$ cat src/rtl/stsflag_ctl_pkg.sv
package stsflag_ctl_pkg;

    localparam int NFLAG = 3;

    // flag positions
    localparam int F_TXW  = 0;
    localparam int F_RXW  = 1;
    localparam int F_IDLE = 2;

    // a 1 marks a flag cleared by a data write, a 0 one cleared by a data read
    localparam logic [NFLAG-1:0] CLR_BY_WR = 3'b001;

    typedef struct packed {
        logic flag;
        logic armed;
    } cell_t;

    typedef struct packed {
        logic uflow;
    } top_t;

endpackage

$ cat src/rtl/stsflag_cond.sv
module stsflag_cond
    import stsflag_ctl_pkg::*;
#(
    parameter int LVL_W = 5
) (
    input  logic [LVL_W-1:0] tx_level_i,
    input  logic [LVL_W-1:0] tx_wmark_i,
    input  logic [LVL_W-1:0] rx_level_i,
    input  logic [LVL_W-1:0] rx_wmark_i,
    input  logic             idle_evt_i,
    output logic [NFLAG-1:0] set_o,
    output logic             rx_empty_o
);

    localparam logic [LVL_W-1:0] LVL_ZERO = '0;

    always_comb begin
        set_o         = '0;
        set_o[F_TXW]  = (tx_level_i <= tx_wmark_i);
        set_o[F_RXW]  = (rx_level_i >= rx_wmark_i);
        set_o[F_IDLE] = idle_evt_i;
        rx_empty_o    = (rx_level_i == LVL_ZERO);
    end

endmodule

$ cat src/rtl/stsflag_cell.sv
module stsflag_cell
    import stsflag_ctl_pkg::*;
#(
    parameter bit CLR_ON_WR = 1'b0
) (
    input  logic clk,
    input  logic rst_n,
    input  logic set_i,
    input  logic stat_rd_i,
    input  logic data_rd_i,
    input  logic data_wr_i,
    input  logic dma_sel_i,
    input  logic dma_done_i,
    output logic flag_o
);

    cell_t st_d, st_q;
    logic  access;
    logic  sw_clr;
    logic  dma_clr;

    always_comb begin
        st_d    = st_q;
        access  = CLR_ON_WR ? data_wr_i : data_rd_i;
        // the arm is taken from the register, so a status read in this same cycle cannot satisfy it
        sw_clr  = st_q.armed && access;
        dma_clr = dma_sel_i && dma_done_i;
        if (sw_clr || dma_clr) begin
            st_d.flag  = 1'b0;
            st_d.armed = 1'b0;
        end else if (stat_rd_i && st_q.flag) begin
            st_d.armed = 1'b1;
        end
        // a condition that still holds outranks any clear
        if (set_i) begin
            st_d.flag = 1'b1;
        end
    end

    always_ff @(posedge clk or negedge rst_n) begin
        if (!rst_n) begin
            st_q <= '0;
        end else begin
            st_q <= st_d;
        end
    end

    assign flag_o = st_q.flag;

endmodule

$ cat src/rtl/stsflag_ctl.sv
module stsflag_ctl
    import stsflag_ctl_pkg::*;
#(
    parameter int LVL_W = 5
) (
    input  logic             clk,
    input  logic             rst_n,
    input  logic             stat_rd,
    input  logic             data_rd,
    input  logic             data_wr,
    input  logic [LVL_W-1:0] tx_level,
    input  logic [LVL_W-1:0] tx_wmark,
    input  logic [LVL_W-1:0] rx_level,
    input  logic [LVL_W-1:0] rx_wmark,
    input  logic             rx_idle_evt,
    input  logic [2:0]       irq_en,
    input  logic [2:0]       dma_sel,
    input  logic [2:0]       dma_done,
    output logic [2:0]       flags,
    output logic             irq,
    output logic [2:0]       dma_req,
    output logic             rx_underflow
);

    logic [NFLAG-1:0] set_vec;
    logic [NFLAG-1:0] flag_vec;
    logic             rx_empty;
    top_t             top_d, top_q;

    stsflag_cond #(.LVL_W(LVL_W)) u_cond (
        .tx_level_i (tx_level),
        .tx_wmark_i (tx_wmark),
        .rx_level_i (rx_level),
        .rx_wmark_i (rx_wmark),
        .idle_evt_i (rx_idle_evt),
        .set_o      (set_vec),
        .rx_empty_o (rx_empty)
    );

    for (genvar i = 0; i < NFLAG; i++) begin : g_cell
        stsflag_cell #(.CLR_ON_WR(CLR_BY_WR[i])) u_cell (
            .clk        (clk),
            .rst_n      (rst_n),
            .set_i      (set_vec[i]),
            .stat_rd_i  (stat_rd),
            .data_rd_i  (data_rd),
            .data_wr_i  (data_wr),
            .dma_sel_i  (dma_sel[i]),
            .dma_done_i (dma_done[i]),
            .flag_o     (flag_vec[i])
        );
    end

    always_comb begin
        top_d       = top_q;
        top_d.uflow = data_rd && rx_empty;
    end

    always_ff @(posedge clk or negedge rst_n) begin
        if (!rst_n) begin
            top_q <= '0;
        end else begin
            top_q <= top_d;
        end
    end

    assign flags        = flag_vec;
    assign dma_req      = flag_vec & dma_sel;
    assign irq          = |(flag_vec & irq_en & ~dma_sel);
    assign rx_underflow = top_q.uflow;

endmodule

$ cat config.mk
export PLATFORM = sky130hd
export DESIGN_NAME = stsflag_ctl
export DESIGN_NICKNAME = d
export VERILOG_FILES = /design/src/rtl/stsflag_ctl_pkg.sv /design/src/rtl/stsflag_cond.sv /design/src/rtl/stsflag_cell.sv /design/src/rtl/stsflag_ctl.sv
export SDC_FILE = /design/constraint.sdc
export NUM_CORES = 1
export LEC_CHECK = 0
export ABC_CLOCK_PERIOD_IN_PS = 1100
export BUFFER_PORTS_ARGS = -buffer_cell sky130_fd_sc_hd__buf_2
export CAP_MARGIN = 20
export CORE_MARGIN = 1
export CORE_UTILIZATION = 39
export CTS_CLUSTER_SIZE = 16
export DETAILED_ROUTE_END_ITERATION = 16
export PLACE_DENSITY = 0.84
export SETUP_SLACK_MARGIN = 0.3
export SYNTH_ARGS = -nofsm -noshare
export SYNTH_HDL_FRONTEND = slang
export SYNTH_SLANG_ARGS = --single-unit
$ cat constraint.sdc
create_clock -name clk -period 1.1 [get_ports clk]
set_input_delay 0.22 -clock clk [delete_from_list [all_inputs] [get_ports clk]]
set_output_delay 0.22 -clock clk [all_outputs]
set_load 0.01 [all_outputs]
==> impl_metrics.yaml, run 1 <==
clocking:
  cts_tree: "yes"
  numCtsBuffers: 3
  clkSinkCount: 7
  cts_max_path_buffers: 2
  insertion_delay_ns: 0.25
  htreeDepth: 1
  root_buffer: "clkbuf_4"
  path_clk_slew_ns: 0.06
sta:
  rsz0062_at_grt: "yes"
  hold_violations: 0
  worst_slack_ns: -0.0832
  finalSetupViolCount: 6
  hold_ws_ns: 0.154
  fin_crit_ns: 1.18
  maxSlewHeadroom_pct: 83.3
  period_share_pct: 108
  drv_slew: 0
  max_freq_mhz: 845
  max_slew.worst_pin.slew_ns: 0.248
  finClkSkew_ns: 0.00997
critical_path:
  path_delay_family: "flip-flops"
  r2r-end: "g_cell[2].u_cell.st_q[0]$_DFFE_PN0P_"
  cp_slowest_cell: "dfrtp_1"
  critPathBufInv: 1
  r2r_setup_slack_ns: 0.03
  start_kind: "flip-flop"
  crit_fanout: 4
  worstSetupEndpointType: "primary output"
  crit_required_ns: 0.88
  r2r-start: "g_cell[2].u_cell.flag_o$_DFFE_PN0P_"
  critPathKind: "reg2out"
  path_cells: "nand3b_1 -> nand3_2 -> buf_6"
  arrival_ns: 0.96
  worstRegToRegCells: 5
  cpPeakStageDelay_ns: 0.40
synthesis:
  avgSynthCellArea_um2: 9.09
  yosys_warnings: 0
  postSynthCellCount: 67
  synth_cell_types: 24
  syn_area_um2: 609
  ys_seq_area_share_pct: 28.7
  syn-num-nets: 112
  synth-seq-cells: 7
floorplanning:
  dieArea_mm2: 0.00172
  io_pins: 43
  start_util_pct: 44.1
  core.rowCount: 13
  die_y_um: 41.5
  fp.dieW_um: 41.5
  coreArea_mm2: 0.00138
detailed_routing:
  drtPass1Iterations: 4
  wl_per_cell_um: 12.5
  wl_um: 1650
  drc: 0
  vias: 687
  routed_via_density: 5.20
  ant_nets: 0
  drt_iter0_markers: 7
pwr:
  power.density_mw_per_mm2: 904
  max-vdd-ir-drop_v: 0.000565
  leakage_nw: 0.549
worst_hold_path:
  hold_depth: 2
  min_from: "rx_idle_evt"
  hold_class: "in2reg"
  worstHoldEndpoint: "g_cell[2].u_cell.flag_o$_DFFE_PN0P_"
layout:
  antenna_cells: 0
  nets: 163
  drive_above_1_share_pct: 62.4
  ff_latch_area_um2: 175
  final_area_mm2: 0.00108
  multi_input_area_um2: 454
  fillCellCount: 97
  area_delta_synth_final_pct: 76.8
  layout_commonest_cell: "buf_2"
  final_cell_mix: "buf_2 (33), buf_6 (11), dfrtp_1 (7)"
outcome:
  outcome: "finished, violations left"
  violations: "negative setup slack"
global_routing:
  grt-ovfl-total: 0
  grt_pass1_wl_um: 2800
  grt_usage_pct: 20.9
  antenna_found_initial: 0
  grt_max_degree: 8
  grt_pass1_vias: 708
run:
  max-cap-violations: 0
place:
  postPlaceCellArea_um2: 901
  port_buffers: 42
  gp_congestion: 0.763
  dpl.hpwl_um: 1240
  post-place-ws_ns: -0.175
==> cells in the mapped netlist <==
library cell | number | area (µm²)
and2_2 | 1 | 7.51
o21bai_1 | 1 | 7.51
a21boi_0 | 1 | 7.51
o21ai_0 | 3 | 15.0
a21oi_1 | 2 | 10.0
nand3b_1 | 3 | 22.5
buf_4 | 3 | 22.5
o221ai_1 | 1 | 8.76
dfrtp_1 | 7 | 175
ha_1 | 10 | 125
a21o_2 | 1 | 8.76
and2_1 | 2 | 12.5
and3_1 | 1 | 6.26
a21oi_2 | 3 | 26.3
nor4_1 | 1 | 6.26
mux2_2 | 3 | 33.8
nand3_1 | 2 | 10.0
o21a_1 | 1 | 7.51
nor3b_1 | 1 | 7.51
inv_1 | 11 | 41.3
nand2_1 | 4 | 15.0
a22oi_1 | 3 | 22.5
nand4_1 | 1 | 6.26
nor2_1 | 1 | 3.75
==> routing by layer <==
layer | track usage (%) | part of all wire, % | up-vias
met2 | 40.3 | 56 | 39
met5 | 0 | 0 | -
li1 | - | - | 335
met1 | 20.2 | 36 | 309
met3 | 6.09 | 6.0 | 4
met4 | 8.39 | 1.3 | 0
==> worst reg2reg max path, delay by kind of cell, from the launching register on <==
kind | cells | cell delay [ns]
flip-flops | 1 | 0.38
multiplexers | 1 | 0.26
AO/OA/AOI/OAI | 1 | 0.10
AND/OR/NAND/NOR | 1 | 0.04
buffers and inverters | 2 | 0.21
==> kinds of logic (layout without fill, tap and decap cells) <==
kind of cell    after synthesis  in the layout  share of synthesized area [%]
simple gates                 17             17                           16.0
compound gates               16             16                           18.7
buf+inv                      14             64                           10.5
fa+ha+maj                    10             10                           20.5
flops                         7              7                           28.7
mux                           3              3                           5.54
==> layout make-up <==
cell class | instances | share of cell area (%)
inverters | 11 | 6.16
flip-flops and latches | 7 | 16.3
multi-input cells | 46 | 42.2
well taps | 15 | 1.74
repair buffers | 49 | 31.2
clock buffers | 4 | 2.44
==> worst max-delay path by stage <==
stage                                              from  slack, ns  depth (start not counted)                                  end
floorplan                                   tx_wmark[4]       0.14                          5  g_cell[0].u_cell.flag_o$_DFFE_PN0P_
global placement                            tx_wmark[4]      -0.06                          6  g_cell[0].u_cell.flag_o$_DFFE_PN0P_
detailed placement                          tx_wmark[4]      -0.18                          6  g_cell[0].u_cell.flag_o$_DFFE_PN0P_
CTS                 g_cell[1].u_cell.flag_o$_DFFE_PN0P_      -0.08                          3                                  irq
global route        g_cell[0].u_cell.flag_o$_DFFE_PN0P_      -0.14                          3                                  irq
finish              g_cell[2].u_cell.flag_o$_DFFE_PN0P_      -0.08                          3                                  irq
==> flip-flops by register name, indices dropped and copies added (netlist names) <==
register,flops
g_cell.u_cell.flag_o,3
g_cell.u_cell.st_q,3
rx_underflow,1
==> power by group <==
| group | total, W | internal, W | leakage [nW] | switching (W) |
|---|---|---|---|---|
| Clock | 0.000229 | 0.000138 | 0.0150 | 0.0000911 |
| Sequential | 0.000320 | 0.000289 | 0.0831 | 0.0000309 |
| Combinational | 0.000424 | 0.000251 | 0.451 | 0.000173 |
==> metrics by stage <==
stage	cells	total power (W)	TNS (ns)	util [%]
4_1_cts	130	0.000932	-0.310	74.8
5_1_grt	132	0.00104	-0.582	77.9
2_1_floorplan	67	0.000507	0	-
3_5_place_dp	121	0.000638	-0.179	65.2
6_report	132	0.000974	-0.312	77.9
3_3_place_gp	121	0.000622	-0.0630	65.2
==> repair_timing <==
item                       4_1_cts  5_1_grt
setup buffers                    4        2
hold buffers                     1        0
setup endpoints to repair       13       14
hold endpoints to repair         7        0
gates resized for setup         15        7
pin swaps                       11        3
No activity file was read; power rests on OpenSTA's default activity.
==> inputs of run 2 (changes only) <==
- CTS_CLUSTER_DIAMETER: unset -> 80
- SYNTH_HIERARCHICAL: unset -> 1
==> impl_metrics.yaml, run 2 <==
synthesis:
  syn-num-nets: 111
  avgSynthCellArea_um2: 9.27
  ys_seq_area_share_pct: 28.6
  yosysTopAreaCell: "dfrtp_1"
  synth_area_leaders: "dfrtp_1 (29%), ha_1 (20%), inv_1 (6.7%)"
  synth-seq-cells: 7
  synthDominantCellAreaShare_pct: 28.6
  postSynthCellCount: 66
  syn_area_um2: 612
  yosys_warnings: 6
  synth_top_flop_cell: "dfrtp_1"
  synth_cell_types: 21
  ys_async_sr_fraction_pct: 100
  synth.most_common_cell: "inv_1"
  synth_edf_count: 0
  synthTopCellsByCount: "inv_1 (11), ha_1 (10), dfrtp_1 (7)"
global_routing:
  top_usage_layer: "met2"
  antenna_found_initial: 0
  grt_usage_pct: 23.0
  met3_usage_pct: 5.22
  use_met1_pct: 20.3
  grt_max_degree: 8
  grt_pass1_wl_um: 2990
  grt_pass1_vias: 743
  use_met2_pct: 44.7
  grt-ovfl-total: 0
run:
  max-cap-violations: 0
detailed_routing:
  drt_iter0_markers: 1
  vias: 714
  routed_via_density: 5.33
  wl_um: 1930
  drtPass1Iterations: 2
  wl_per_cell_um: 14.4
  drc: 0
  ant_nets: 0
place:
  gp_congestion: 0.726
  dpl.hpwl_um: 1280
  port_buffers: 42
critical_path:
  crit_start: "g_cell[0].u_cell/flag_o$_DFFE_PN0P_"
  arrival_ns: 1.01
  r2r-start: "g_cell[0].u_cell/flag_o$_DFFE_PN0P_"
  worstSetupEndpointType: "primary output"
  critPathKind: "reg2out"
  crit_fanout: 3
  start_kind: "flip-flop"
  crit_required_ns: 0.88
sta:
  period_share_pct: 112
  hold_violations: 0
  rsz0062_at_grt: "yes"
  max_freq_mhz: 815
  finalSetupViolCount: 7
  fin_crit_ns: 1.23
  worst_slack_ns: -0.128
  finClkSkew_ns: 0.000982
  drv_slew: 0
  maxSlewHeadroom_pct: 84.7
  max_slew.worst_pin.slew_ns: 0.229
floorplanning:
  dieArea_mm2: 0.00173
  fp.dieW_um: 41.6
  io_pins: 43
  die_y_um: 41.6
  core.rowCount: 13
  coreArea_mm2: 0.00138
  start_util_pct: 44.3
clocking:
  clkSinkCount: 7
  root_buffer: "clkbuf_4"
  htreeDepth: 1
  cts_max_path_buffers: 2
  path_clk_slew_ns: 0.05
  cts_tree: "yes"
  insertion_delay_ns: 0.25
  numCtsBuffers: 3
outcome:
  violations: "negative setup slack"
  outcome: "finished, violations left"
layout:
  multi_input_area_um2: 492
  fillCellCount: 90
  nets: 165
  layout_commonest_cell: "buf_2"
  fin_util_pct: 83.1
  ff_latch_area_um2: 175
  area_delta_synth_final_pct: 87.7
  drive_above_1_share_pct: 63.9
  final_cell_mix: "buf_2 (30), buf_6 (12), dfrtp_1 (7)"
  antenna_cells: 0
pwr:
  max-vdd-ir-drop_v: 0.000599
  p_total_w: 0.00103
  leakage_nw: 0.573
  power.density_mw_per_mm2: 894
worst_hold_path:
  hold_class: "in2reg"
  min_from: "rx_idle_evt"
## run 2: changes by cell type after synthesis, moves of 3 or more
cell	before	now
a21o_1	0	4
mux2_2	3	0
nand2_1	4	1
a21oi_2	3	0
nand2b_1	0	4
a22oi_2	0	3
## run 2: per-layer routing
layer,vias to the layer above,routed length [µm]
met5,-,0
met4,0,111
met3,12,99
met2,38,1080
met1,324,639
li1,340,-
## run 2: path summary, 6_finish.rpt
kind	slack (ns)	cells after the start	end
max in group asynchronous	0.60	2	rx_underflow$_DFF_PN0_
min in group asynchronous	0.35	2	g_cell[1].u_cell/flag_o$_DFFE_PN0P_
setup reg to reg	0.17	3	g_cell[0].u_cell/flag_o$_DFFE_PN0P_
hold / removal	0.17	2	g_cell[2].u_cell/flag_o$_DFFE_PN0P_
hold reg to reg	0.58	2	g_cell[1].u_cell/st_q[0]$_DFFE_PN0P_
setup / recovery	-0.13	3	irq
## run 2: area by class of cell
class | instances | share of cell area, %
Timing Repair Buffer | 50 | 31.6
Tap cell | 15 | 1.63
Clock buffer | 4 | 2.29
Multi-Input combinational cell | 47 | 42.8
Sequential cell | 7 | 15.3
Inverter | 11 | 6.43
## run 2: report_power, final
part	switching [W]	internal [W]	total (W)
Clock	0.0000913	0.000138	0.000229
Sequential	0.0000315	0.000291	0.000323
Combinational	0.000194	0.000281	0.000475
## run 2: repair_timing
action,in CTS,in global routing
endpoints found under the setup margin,12,15
hold buffers,1,0
resized for setup,16,7
pin swaps,8,7
buffers inserted,4,1
endpoints found under the hold margin,7,0
## run 2: per-stage QoR
stage               cells  setup WS, ns  setup TNS (ns)  cell area [µm²]  hold WS (ns)
floorplan              66        0.0686               0              726       -0.0756
global placement      124        -0.173          -0.314              962        0.0550
detailed placement    124        -0.189          -0.352              962        0.0546
CTS                   133        -0.124          -0.260             1100         0.164
global route          134        -0.171          -0.611             1150         0.167
finish                134        -0.128          -0.387             1150         0.172
## run 2: cells by family (layout without fill, tap and decap cells)
group           Yosys count  after routing  share of synthesized area, %
compound gates           17             17                          22.7
fa+ha+maj                10             10                          20.4
flops                     7              7                          28.6
buf+inv                  12             65                          7.98
simple gates             20             20                          20.2
## run 2: worst max-delay path: stages, from the launching register on
cell,delay [ns]
dfrtp_1,0.40
nand2_1,0.09
o211ai_2,0.13
buf_2,0.14
==> inputs of run 3 (changes only) <==
- PLACE_DENSITY: 0.84 -> 0.77
==> impl_metrics.yaml, run 3 (synthesized netlist as in run 2, its figures left out) <==
clocking:
  cts_max_path_buffers: 2
  path_clk_slew_ns: 0.05
  cts_tree: "yes"
  insertion_delay_ns: 0.24
  clkSinkCount: 7
  root_buffer: "clkbuf_4"
  htreeDepth: 1
  numCtsBuffers: 3
floorplanning:
  core.rowCount: 13
  start_util_pct: 44.3
  coreArea_mm2: 0.00138
  fp.dieW_um: 41.6
  die_y_um: 41.6
  io_pins: 43
  dieArea_mm2: 0.00173
layout:
  antenna_cells: 0
  drive_above_1_share_pct: 64.4
  area_delta_synth_final_pct: 86.5
  nets: 164
  layout_commonest_cell: "buf_2"
  final_cell_mix: "buf_2 (31), buf_6 (11), dfrtp_1 (7)"
  fillCellCount: 85
sta:
  finClkSkew_ns: 0.00522
  fin_crit_ns: 1.25
  hold_ws_ns: 0.164
  worst_slack_ns: -0.147
  max_freq_mhz: 802
  finalSetupViolCount: 4
  max_slew.worst_pin.slew_ns: 0.195
  maxSlewHeadroom_pct: 87.0
  hold_violations: 0
  period_share_pct: 113
  rsz0062_at_grt: "yes"
  setup-tns-final_ns: -0.245
  drv_slew: 0
critical_path:
  crit_required_ns: 0.88
  start_kind: "flip-flop"
  arrival_ns: 1.03
  worstSetupEndpointType: "primary output"
  cpPeakStageDelay_ns: 0.42
  crit_fanout: 4
  critPathKind: "reg2out"
  path_cells: "nand3b_1 -> o211ai_2 -> buf_2"
  cp_slowest_cell: "dfrtp_1"
global_routing:
  grt_usage_pct: 19.9
  grt_max_degree: 8
  antenna_found_initial: 0
  grt_pass1_wl_um: 2800
  grt_pass1_vias: 739
  grt-ovfl-total: 0
pwr:
  clkPwrFrac_pct: 22.0
  leakage_nw: 0.571
  p_total_w: 0.000998
  switchingPower_w: 0.000297
  pwr-share-seq_pct: 32.3
  switching_share_pct: 29.7
  p_int_w: 0.000701
  p_comb_share_pct: 45.7
  max-vdd-ir-drop_v: 0.000563
  power.density_mw_per_mm2: 874
detailed_routing:
  wl_um: 1650
  routed_via_density: 5.17
  drt_iter0_markers: 6
  vias: 688
  drc: 0
  drtPass1Iterations: 4
  wl_per_cell_um: 12.4
  ant_nets: 0
outcome:
  violations: "negative setup slack"
  outcome: "finished, violations left"
run:
  max-cap-violations: 0
place:
  gp_congestion: 0.765
  dpl.hpwl_um: 1270
  port_buffers: 42
worst_hold_path:
  hold_class: "in2reg"
[run 3: changes by cell type in the layout (fill, tap and decap cells not counted)]
cell      previous run  this run
a21oi_1              2         0
a21oi_2              1         3
a22oi_1              2         3
a22oi_2              4         3
buf_2               30        31
buf_4                5         4
buf_6               12        11
nand2b_1             4         3
nand2b_4             0         1
or4_1                0         1
or4_4                1         0
[run 3: critical path, delay by kind of cell (launching register included)]
kind            cells  cell delay (ns)
flops               1             0.42
simple gates        1             0.14
buf+inv             1             0.14
compound gates      1             0.10
[run 3: repair_timing]
action,in CTS,in global routing
hold buffers,1,0
resized for setup,16,7
pin swaps,9,7
endpoints found under the setup margin,12,15
hold endpoints to repair,7,0
setup buffers,3,1
[run 3: through the flow]
step	setup WS [ns]	util [%]	cells	area, µm²
CTS	-0.135	79.5	132	1100
finish	-0.147	82.5	133	1140
floorplan	0.0686	-	66	726
detailed placement	-0.199	69.6	124	962
global route	-0.189	82.5	133	1140
global placement	-0.175	69.6	124	962
[run 3: worst paths after layout]
kind,from,end,slack (ns),depth (start not counted)
worst min-delay path,rx_idle_evt,g_cell[2].u_cell/flag_o$_DFFE_PN0P_,0.16,2
worst max-delay path,g_cell[2].u_cell/flag_o$_DFFE_PN0P_,irq,-0.15,3
worst max register to register,g_cell[0].u_cell/flag_o$_DFFE_PN0P_,g_cell[0].u_cell/st_q[0]$_DFFE_PN0P_,0.18,4
worst min register to register,g_cell[0].u_cell/st_q[0]$_DFFE_PN0P_,g_cell[0].u_cell/st_q[0]$_DFFE_PN0P_,0.57,2
min in group asynchronous,rst_n,g_cell[1].u_cell/flag_o$_DFFE_PN0P_,0.36,2
max in group asynchronous,rst_n,rx_underflow$_DFF_PN0_,0.59,2
[run 3: metal layers]
metal	track usage, %	routed length (µm)	vias up
met5	0	0	-
met4	7.74	0	0
met3	3.04	78	0
met2	38.4	953	26
met1	21.1	622	325
li1	-	-	337
[run 3: final cells by class]
cell class | count | area [µm²] | area share (%)
timing repair buffer | 49 | 349 | 30.6
multi-input combinational | 47 | 498 | 43.6
clock buffer | 4 | 26.3 | 2.30
tap | 15 | 18.8 | 1.64
inverter | 11 | 73.8 | 6.47
sequential | 7 | 175 | 15.4
[run 3: power by group through the flow]
stage | Combinational (W) | Sequential (W) | Clock [W]
2_1_floorplan | 0.000184 | 0.000328 | 0
3_3_place_gp | 0.000334 | 0.000325 | 0
3_5_place_dp | 0.000348 | 0.000328 | 0
4_1_cts | 0.000425 | 0.000320 | 0.000228
5_1_grt | 0.000498 | 0.000326 | 0.000246
6_report | 0.000456 | 0.000322 | 0.000220
